===== config.mk =====
export PLATFORM = sky130hd
export DESIGN_NAME = vloop_pi_dual
export DESIGN_NICKNAME = d
export VERILOG_FILES = /design/src/rtl/vloop_pi_pkg.sv /design/src/rtl/vloop_pi_sel.sv /design/src/rtl/vloop_pi_integ.sv /design/src/rtl/vloop_pi_out.sv /design/src/rtl/vloop_pi_dual.sv
export SDC_FILE = /design/constraint.sdc
export NUM_CORES = 2
export LEC_CHECK = 0
export CAP_MARGIN = 15
export CELL_PAD_IN_SITES_DETAIL_PLACEMENT = 1
export CELL_PAD_IN_SITES_GLOBAL_PLACEMENT = 1
export CORE_UTILIZATION = 50
export DETAILED_ROUTE_END_ITERATION = 8
export PLACE_DENSITY_LB_ADDON = 0.1
export SYNTH_ARGS = -nofsm -noshare
export SYNTH_HDL_FRONTEND = slang
export SYNTH_HIERARCHICAL = 1
export SYNTH_SLANG_ARGS = --single-unit

===== constraint.sdc =====
create_clock -name clk -period 22.4 [get_ports clk]
set_input_delay 6.72 -clock clk [delete_from_list [all_inputs] [get_ports clk]]
set_output_delay 6.72 -clock clk [all_outputs]
set_load 0.03 [all_outputs]

===== src/rtl/vloop_pi_pkg.sv =====
package vloop_pi_pkg;
   // Which gain pair an update used.
   typedef enum logic {
      GAIN_FINE   = 1'b0,
      GAIN_COARSE = 1'b1
   } gain_sel_e;

   // Minimum internal datapath width for products and sums.
   localparam int unsigned MIN_ACC_W = 48;
endpackage


===== src/rtl/vloop_pi_sel.sv =====
module vloop_pi_sel
   import vloop_pi_pkg::*;
#(
   parameter int unsigned EW      = 16,
   parameter int unsigned TW      = 12,
   parameter int unsigned BW      = 18,
   parameter int unsigned FSH     = 6,
   parameter int unsigned CW      = 16,
   parameter int unsigned AW      = 48,
   parameter int unsigned SEL_REG = 1
) (
   input  logic                 clk,
   input  logic                 rst_n,
   input  logic                 clr,
   input  logic                 stb,
   input  logic signed [EW-1:0] err_i,
   input  logic        [TW-1:0] tgt_i,
   input  logic        [BW-1:0] bus_i,
   input  logic        [EW-1:0] thr_i,
   input  logic signed [CW-1:0] kp_f_i,
   input  logic signed [CW-1:0] ki_f_i,
   input  logic signed [CW-1:0] kp_c_i,
   input  logic signed [CW-1:0] ki_c_i,
   output logic                 vld_o,
   output logic signed [AW-1:0] e_o,
   output logic signed [CW-1:0] kp_o,
   output logic signed [CW-1:0] ki_o
);
   logic signed [AW-1:0] err_x, mag, fine_e, e_n;
   logic        [AW-1:0] thr_x, bus_x;
   logic signed [CW-1:0] kp_n, ki_n;
   gain_sel_e            mode;

   always_comb begin
      err_x  = {{(AW-EW){err_i[EW-1]}}, err_i};
      mag    = err_x[AW-1] ? -err_x : err_x;
      thr_x  = {{(AW-EW){1'b0}}, thr_i};
      bus_x  = {{(AW-BW){1'b0}}, bus_i};
      fine_e = $signed({{(AW-TW){1'b0}}, tgt_i}) - $signed(bus_x >> FSH);
      mode   = ($unsigned(mag) < thr_x) ? GAIN_FINE : GAIN_COARSE;
      if (mode == GAIN_FINE) begin
         e_n  = fine_e;
         kp_n = kp_f_i;
         ki_n = ki_f_i;
      end else begin
         e_n  = err_x;
         kp_n = kp_c_i;
         ki_n = ki_c_i;
      end
   end

   generate
      if (SEL_REG != 0) begin : g_reg
         always_ff @(posedge clk or negedge rst_n) begin
            if (!rst_n) begin
               vld_o <= 1'b0;
               e_o   <= '0;
               kp_o  <= '0;
               ki_o  <= '0;
            end else begin
               vld_o <= stb & ~clr;
               if (stb) begin
                  e_o  <= e_n;
                  kp_o <= kp_n;
                  ki_o <= ki_n;
               end
            end
         end
      end else begin : g_comb
         always_comb begin
            vld_o = stb & ~clr;
            e_o   = e_n;
            kp_o  = kp_n;
            ki_o  = ki_n;
         end
      end
   endgenerate
endmodule


===== src/rtl/vloop_pi_integ.sv =====
module vloop_pi_integ #(
   parameter int unsigned CW = 16,
   parameter int unsigned IW = 32,
   parameter int unsigned AW = 48
) (
   input  logic                 clk,
   input  logic                 rst_n,
   input  logic                 clr,
   input  logic                 vld_i,
   input  logic signed [AW-1:0] e_i,
   input  logic signed [CW-1:0] kp_i,
   input  logic signed [CW-1:0] ki_i,
   input  logic signed [IW-1:0] lo_i,
   input  logic signed [IW-1:0] hi_i,
   output logic                 vld_o,
   output logic signed [AW-1:0] p_o,
   output logic signed [AW-1:0] i_o
);
   logic signed [AW-1:0] kp_x, ki_x, lo_x, hi_x, acc, acc_sat, p_n;

   always_comb begin
      kp_x = {{(AW-CW){kp_i[CW-1]}}, kp_i};
      ki_x = {{(AW-CW){ki_i[CW-1]}}, ki_i};
      lo_x = {{(AW-IW){lo_i[IW-1]}}, lo_i};
      hi_x = {{(AW-IW){hi_i[IW-1]}}, hi_i};
      p_n  = kp_x * e_i;
      acc  = i_o + ki_x * e_i;
      if (acc > hi_x)      acc_sat = hi_x;
      else if (acc < lo_x) acc_sat = lo_x;
      else                 acc_sat = acc;
   end

   always_ff @(posedge clk or negedge rst_n) begin
      if (!rst_n) begin
         vld_o <= 1'b0;
         p_o   <= '0;
         i_o   <= '0;
      end else if (clr) begin
         vld_o <= 1'b0;
         i_o   <= '0;
      end else begin
         vld_o <= vld_i;
         if (vld_i) begin
            p_o <= p_n;
            i_o <= acc_sat;
         end
      end
   end
endmodule


===== src/rtl/vloop_pi_out.sv =====
module vloop_pi_out #(
   parameter int unsigned OW  = 16,
   parameter int unsigned AW  = 48,
   parameter int unsigned OSH = 12
) (
   input  logic                 clk,
   input  logic                 rst_n,
   input  logic                 clr,
   input  logic                 vld_i,
   input  logic signed [AW-1:0] p_i,
   input  logic signed [AW-1:0] i_i,
   input  logic signed [OW-1:0] lo_i,
   input  logic signed [OW-1:0] hi_i,
   output logic signed [OW-1:0] y_o,
   output logic                 vld_o
);
   logic signed [AW-1:0] sum, sh, lo_x, hi_x;
   logic signed [OW-1:0] y_n;

   assign sum = p_i + i_i;

   generate
      if (OSH == 0) begin : g_noshift
         assign sh = sum;
      end else begin : g_shift
         assign sh = sum >>> OSH;
      end
   endgenerate

   always_comb begin
      lo_x = {{(AW-OW){lo_i[OW-1]}}, lo_i};
      hi_x = {{(AW-OW){hi_i[OW-1]}}, hi_i};
      if (sh > hi_x)      y_n = hi_i;
      else if (sh < lo_x) y_n = lo_i;
      else                y_n = sh[OW-1:0];
   end

   always_ff @(posedge clk or negedge rst_n) begin
      if (!rst_n) begin
         vld_o <= 1'b0;
         y_o   <= '0;
      end else if (clr) begin
         vld_o <= 1'b0;
      end else begin
         vld_o <= vld_i;
         if (vld_i) y_o <= y_n;
      end
   end
endmodule


===== src/rtl/vloop_pi_dual.sv =====
module vloop_pi_dual
   import vloop_pi_pkg::*;
#(
   parameter int unsigned EW      = 16,
   parameter int unsigned TW      = 12,
   parameter int unsigned BW      = 18,
   parameter int unsigned FSH     = 6,
   parameter int unsigned CW      = 16,
   parameter int unsigned IW      = 32,
   parameter int unsigned OW      = 16,
   parameter int unsigned AW      = 48,
   parameter int unsigned OSH     = 12,
   parameter int unsigned SEL_REG = 1
) (
   input  logic                 clk,
   input  logic                 rst_n,
   input  logic                 clr,
   input  logic                 stb,
   input  logic signed [EW-1:0] err_i,
   input  logic        [TW-1:0] target_i,
   input  logic        [BW-1:0] bus_filt_i,
   input  logic        [EW-1:0] thresh_i,
   input  logic signed [CW-1:0] kp_fine_i,
   input  logic signed [CW-1:0] ki_fine_i,
   input  logic signed [CW-1:0] kp_coarse_i,
   input  logic signed [CW-1:0] ki_coarse_i,
   input  logic signed [IW-1:0] integ_lo_i,
   input  logic signed [IW-1:0] integ_hi_i,
   input  logic signed [OW-1:0] out_lo_i,
   input  logic signed [OW-1:0] out_hi_i,
   output logic signed [OW-1:0] y_o,
   output logic                 y_valid_o
);
   localparam int unsigned LAT   = 2 + SEL_REG;
   localparam int unsigned ERR_W = ((EW > TW + 1) ? EW : TW + 1) + 1;
   localparam int unsigned NEED  = ((CW + ERR_W > IW) ? CW + ERR_W : IW) + 2;

   generate
      if (AW < MIN_ACC_W) begin : g_chk_aw
         $error("datapath width AW below minimum");
      end
      if (AW < NEED) begin : g_chk_need
         $error("AW too narrow for gain, error and limit widths");
      end
      if (BW <= FSH || OSH >= AW || OW > IW || AW <= BW) begin : g_chk_geom
         $error("inconsistent width or shift parameters");
      end
      if (SEL_REG > 1) begin : g_chk_sel
         $error("SEL_REG must be 0 or 1");
      end
   endgenerate

   logic                 s_vld, v_int;
   logic signed [AW-1:0] s_e, p_q, i_q;
   logic signed [CW-1:0] s_kp, s_ki;

   vloop_pi_sel #(
      .EW(EW), .TW(TW), .BW(BW), .FSH(FSH), .CW(CW), .AW(AW), .SEL_REG(SEL_REG)
   ) sel_i (
      .clk(clk), .rst_n(rst_n), .clr(clr), .stb(stb),
      .err_i(err_i), .tgt_i(target_i), .bus_i(bus_filt_i), .thr_i(thresh_i),
      .kp_f_i(kp_fine_i), .ki_f_i(ki_fine_i), .kp_c_i(kp_coarse_i), .ki_c_i(ki_coarse_i),
      .vld_o(s_vld), .e_o(s_e), .kp_o(s_kp), .ki_o(s_ki)
   );

   vloop_pi_integ #(.CW(CW), .IW(IW), .AW(AW)) integ_i (
      .clk(clk), .rst_n(rst_n), .clr(clr), .vld_i(s_vld),
      .e_i(s_e), .kp_i(s_kp), .ki_i(s_ki), .lo_i(integ_lo_i), .hi_i(integ_hi_i),
      .vld_o(v_int), .p_o(p_q), .i_o(i_q)
   );

   vloop_pi_out #(.OW(OW), .AW(AW), .OSH(OSH)) out_i (
      .clk(clk), .rst_n(rst_n), .clr(clr), .vld_i(v_int),
      .p_i(p_q), .i_i(i_q), .lo_i(out_lo_i), .hi_i(out_hi_i),
      .y_o(y_o), .vld_o(y_valid_o)
   );
endmodule


== Word level (Yosys, flattened, before mapping) ==
Index checks and enable logic that the tools add are counted.

* Bits in registers: 195
* Input port bits: 226
* Output and inout bits: 17
* Word-level logic and storage cells: 37

* $add $sub $neg: 4
* Multipliers: 2
* Magnitude comparators: 5
* Mux-type cells: 12
* Bitwise logic cells: 2
* Reductions and logical operators: 3

{| class="wikitable"
|+ Operator list
! cell !! count
|-
| two-way mux 48 bit || 6
|-
| adder 48 bit || 2
|-
| multiplier 16 x 48 -> 48 bit || 2
|-
| two-way mux 16 bit || 4
|-
| greater-than comparator 48 x 32 -> 1 bit || 1
|-
| less-than comparator 48 x 16 -> 1 bit || 1
|-
| less-than comparator 48 x 32 -> 1 bit || 1
|-
| negator 16 -> 48 bit || 1
|-
| greater-than comparator 36 x 16 -> 1 bit || 1
|-
| less-than comparator 36 x 16 -> 1 bit || 1
|-
| subtractor 12 x 12 -> 13 bit || 1
|-
| AND reduction 2 bit || 2
|-
| two-way mux 1 bit || 2
|-
| nonzero test 2 bit || 1
|-
| bitwise AND 1 bit || 1
|-
| NOT 1 bit || 1
|}

== Longest topological paths before layout ==
* Word-level depth: 7
* Gate-level depth with buffers: 39
* Depth with buffers taken out: 34

== Hierarchy ==
Netlist, hierarchy kept.

{| class="wikitable"
|+ By module, submodules not included
! module !! instances !! cells each !! area each (um^2) !! seq. area each (um^2)
|-
| vloop_pi_integ || 1 || 5,441 || 47,076.4 || 2,427.3
|-
| vloop_pi_out || 1 || 591 || 4,700.8 || 425.4
|-
| vloop_pi_sel || 1 || 432 || 3,728.6 || 1,226.2
|}

== Worst setup path before layout ==
No wires, ideal clock.

* Kind: in2reg
* Start point: in integ_hi_i[31]
* End point: reg integ_i.i_o[38]
* Setup time: 0.126 ns
* Arrival time: 9.496 ns
* Data required time: 22.274 ns
* Setup slack: 12.778 ns
* Stages: 13
* Buffers on the path: 2
* Cell sequence: inv_1 ha_1 a21o_1 a21o_1 a221oi_1 o41ai_1 a211o_1 nor2_1 mux2_2 buf_4 mux2i_4 buf_6 a221o_1

* Cells in the longest elaborated chain, start to end: 4

{| class="wikitable"
|+ Ends and longest elaborated chain
! element !! line !! RTL
|-
| start: declaration || vloop_pi_dual.sv:28 || <nowiki>input logic signed [IW-1:0] integ_hi_i,</nowiki>
|-
| greater-than comparator 48 x 32 -> 1 bit || vloop_pi_integ.sv:28 || <nowiki>if (acc > hi_x) acc_sat = hi_x;</nowiki>
|-
| two-way mux 48 bit (*) || vloop_pi_integ.sv:28 ||
|-
| two-way mux 48 bit (*) || vloop_pi_integ.sv:43 || <nowiki>if (vld_i) begin</nowiki>
|-
| two-way mux 48 bit (*) || vloop_pi_integ.sv:38 || <nowiki>end else if (clr) begin</nowiki>
|-
| end signal: assignment || vloop_pi_integ.sv:45 || <nowiki>i_o <= acc_sat;</nowiki>
|-
| end: declaration || vloop_pi_integ.sv:17 || <nowiki>output logic signed [AW-1:0] i_o</nowiki>
|}

Every way passes the cells marked *; elsewhere a longest branch is shown, timed or not. The select of a mux whose other input is x is not followed.
A chain may end at the register's enable or synchronous reset.

== Worst setup path after layout ==
* Start point: reg sel_i.e_o[46]
* End point: reg integ_i.i_o[46]

* Cells in the longest elaborated chain, start to end: 7
* Elaborated cells between the ends (all ways): 8
* Classes of those cells: add/sub (1); mul (1); order compare (2); mux (4)

{| class="wikitable"
|+ Ends and longest elaborated chain
! element !! line !! RTL
|-
| start: declaration || vloop_pi_sel.sv:25 || <nowiki>output logic signed [AW-1:0] e_o,</nowiki>
|-
| start signal: assignment || vloop_pi_sel.sv:63 || <nowiki>e_o <= e_n;</nowiki>
|-
| multiplier 16 x 48 -> 48 bit (*) || vloop_pi_integ.sv:27 || <nowiki>acc = i_o + ki_x * e_i;</nowiki>
|-
| adder 48 bit (*) || vloop_pi_integ.sv:27 ||
|-
| less-than comparator 48 x 32 -> 1 bit || vloop_pi_integ.sv:29 || <nowiki>else if (acc < lo_x) acc_sat = lo_x;</nowiki>
|-
| two-way mux 48 bit || vloop_pi_integ.sv:29 ||
|-
| two-way mux 48 bit (*) || vloop_pi_integ.sv:28 ||
|-
| two-way mux 48 bit (*) || vloop_pi_integ.sv:43 ||
|-
| two-way mux 48 bit (*) || vloop_pi_integ.sv:38 ||
|}

Marked as above.

==> reports/results.txt <==
Synthesis-to-layout area growth: 6.66%. For the final setup violation count, the log shows 0. The number of antenna violations at the first check in global routing was 1. The final critical path takes up 59.5% of the cycle. The fraction of final layout cells with drive strength greater than 1 works out to 2.50%. Yosys printed 6 warnings. The proportion of synthesized flip-flops having asynchronous set or reset was 100%; the starting density of the core was 50.7%. The post-route DRC violation count was 0; the number of H-tree levels was 4. The worst pin sits at a relative slew slack of 23.4%. The arrival time at the worst endpoint is 13.77 ns, and the total clock buffers created by CTS is 17.

In this run the clock root is driven by a sky130_fd_sc_hd__clkbuf_16. The clock net in this run drives a total of 163 sinks. After detailed placement, the total cell area comes to 58600 um^2. The most numerous cell type found on the critical path is sky130_fd_sc_hd__fa_1. The final antenna-violating net count is 0, and the area of all placed cells without fillers is 59200 um^2. The clock latency reported for the late side of the worst-skew pair was 0.55 ns; the post-CTS clock slew at the launch and capture registers of the worst setup and hold paths was 0.08 ns.

For this design the top-level I/O count stands at 243. Wire segments on met3 add up to 3730 um in the final route. The cell area that synthesis handed to floorplanning was 55500 um^2.

The tools report the timing-limited maximum frequency as 75.1 MHz. The synthesized design contains 0 enable-type register cells. In this run the standard cell core region covers 109000 um^2. STA classifies the critical path endpoint as a register.

After routing, the total negative slack on setup checks comes to 0 ns. For flop-to-flop paths, the worst setup slack is 9.08 ns. The number of max-cap violations is 0, and the actual transition at the worst max-transition pin is 1.15 ns. After synthesis, the netlist uses 96 different library cells.

The worst hold slack came out at 0.492 ns. The most common cell after layout, fill and taps aside is sky130_fd_sc_hd__inv_1. The detailed router finished its first iteration with 2032 violations. The most critical setup path has its endpoint at integ_i/i_o[46].

Measured in cells, the most critical reg-to-reg path has a length of 36. The detailed placer's ending HPWL was 129000 um; the number of storage elements in the synthesis netlist was 163. Between clock sinks in the finished design, the worst skew comes to 0.0240 ns. Buffers added to address setup during post-CTS repair amount to 0. Along the worst path, the maximum fanout reaches 124. The detailed router put a total of 65100 um of wire on met1. TritonCTS built the clock tree.

The flow ran to the end, and the final reports show no timing, DRC or antenna violations. The number of nets in the synthesized netlist is 8286. After detailed routing, the total wire length is 159000 um. The critical path's largest stage delay is 0.91 ns. At the end of routability-driven placement, the weighted congestion stood at 0.872. Counting I/O delays and the setup requirement, the final critical path takes 13.32 ns. The buffer levels on the longest clock path was 2; the total iterations of the first detailed-routing run was 5.

The post-cts sizing count is 0. The maximum number of pins on one net before global-route repair was 291. The die is 335 um tall.

The mean instance size in the synthesized netlist came out at 8.59 um^2. The type of the setup path with the least slack is register to register. For the aggregate global routing overflow, the log shows 0.

Summing over every cut layer, the via total after detailed routing is 43000. The run gives 112000 um^2 as the area enclosed by the die boundary. The row count came out at 121. Cells fill 54.1% of the core in the end. The number of port buffers is 236.

Tracing the worst setup path back leads to its startpoint at sel_i/e_o[46]. The sequential area share after synthesis came out at 7.35%. In this run the critical register-to-register path is launched from sel_i/e_o[46]. The die is 335 um wide. Routed wire length per instance: 20.2 um.

The worst endpoint required time came out at 22.85 ns. The final count of pins violating max slew came out at 0. The terminus of the critical flop-to-flop path is integ_i/i_o[46]. The top cell types in the final layout, fill and taps aside, are sky130_fd_sc_hd__inv_1 (1362), sky130_fd_sc_hd__fa_1 (1103), sky130_fd_sc_hd__nand2_1 (1011). The gate count of the mapped netlist was 6464; the hold buffer count at CTS was 0.

The worst setup path is launched from a register. The detailed router used layers up to and including met4. The tools report the wire length of the first global-routing pass as 259000 um.

In the routed layout, each cell is associated on average with a via count of 5.44. For this run, the leading register cell type out of synthesis is sky130_fd_sc_hd__dfrtp_1. The largest individual stage delay along the critical path comes from the cell sky130_fd_sc_hd__buf_4. Global routing used 29.6% of the available tracks across all layers. For the number of global-route vias before repair, the log shows 47800.

The final layout contains 8237 nets. Wire segments on met2 add up to 84300 um in the final route. Number of endpoints with negative hold slack in the final report: 0.

The path class of the lowest-slack min-delay path was register to register. Setup repair after global routing left no endpoint under its margin.
## synthesized netlist by cell type, types with 30 or more instances
master	number	area, um^2
sky130_fd_sc_hd__inv_1	1362	5110
sky130_fd_sc_hd__fa_1	1103	22100
sky130_fd_sc_hd__nand2_1	1012	3800
sky130_fd_sc_hd__ha_1	493	6170
sky130_fd_sc_hd__and2_1	414	2590
sky130_fd_sc_hd__a21oi_1	320	1600
sky130_fd_sc_hd__clkbuf_1	295	1110
sky130_fd_sc_hd__nor2_1	181	679
sky130_fd_sc_hd__dfrtp_1	163	4080
sky130_fd_sc_hd__xnor2_1	144	1260
sky130_fd_sc_hd__o21ai_0	138	691
sky130_fd_sc_hd__a21o_1	91	683
sky130_fd_sc_hd__nand2b_1	63	394
sky130_fd_sc_hd__nand3_1	59	295
sky130_fd_sc_hd__mux2i_1	56	561
sky130_fd_sc_hd__xor2_1	50	438
sky130_fd_sc_hd__nor3_1	36	180
sky130_fd_sc_hd__buf_4	34	255
sky130_fd_sc_hd__a211oi_1	30	225
## logic make-up after synthesis
| kind of cell | synth area share, % |
|---|---|
| AOI/OAI and AO/OA | 9.52 |
| adders and majority gates | 50.9 |
| muxes | 1.13 |
| and+or+nand+nor | 15.9 |
| buffers and inverters | 12.1 |
| xor gates and xnor gates | 3.09 |
| DFF | 7.35 |
## worst max-delay path, delay by kind of cell (launching register included)
kind | cells | cell delay, ns
flip-flops | 1 | 0.88
adder cells (fa/ha/maj) | 8 | 3.95
buffers and inverters | 8 | 2.46
multiplexers | 2 | 0.85
AO/OA/AOI/OAI | 8 | 1.66
XOR/XNOR | 1 | 0.20
AND/OR/NAND/NOR | 9 | 3.02
## worst min-delay path by stage
stage / start / end / slack, ns / depth (start not counted)
2_1_floorplan: integ_i/p_o[43] / integ_i/p_o[43] / 0.45 / 2
3_5_place_dp: out_i/y_o[6] / out_i/y_o[6] / 0.48 / 2
4_1_cts: out_i/y_o[6] / out_i/y_o[6] / 0.50 / 2
3_3_place_gp: out_i/y_o[6] / out_i/y_o[6] / 0.47 / 2
6_report: out_i/y_o[6] / out_i/y_o[6] / 0.49 / 2
5_1_grt: out_i/y_o[1] / out_i/y_o[1] / 0.53 / 2
## layer usage
| metal | track usage [%] | up-vias |
|---|---|---|
| met5 | 0 | - |
| met4 | 11.3 | 0 |
| met3 | 2.11 | 219 |
| met2 | 53.6 | 623 |
| met1 | 36.8 | 22500 |
| li1 | - | 19600 |
## state kept, by name (all words and copies together), names as in the netlist
name           flops
integ_i/p_o       48
sel_i/ki_o        16
sel_i/e_o         16
integ_i/vld_o      1
out_i/vld_o        1
sel_i/vld_o        1
out_i/y_o         16
integ_i/i_o       48
sel_i/kp_o        16
## cell type report
cell class,count,area [um^2]
clock inverter,14,103
antenna,1,2.50
timing repair buffer,300,2870
inverter,1363,5120
sequential,163,4090
fill,12900,50300
tap,1476,1850
multi-input combinational,4570,44700
clock buffer,18,439
## metrics by stage
step                setup WS (ns)  std cells
finish                       9.08       7905
CTS                          9.27       7903
global placement             9.59       7871
detailed placement           9.30       7871
global route                 8.47       7905
floorplan                   12.78       6464
Power is not shown: default switching activity piles up to over one toggle a cycle in this logic, so the estimate is an artifact.
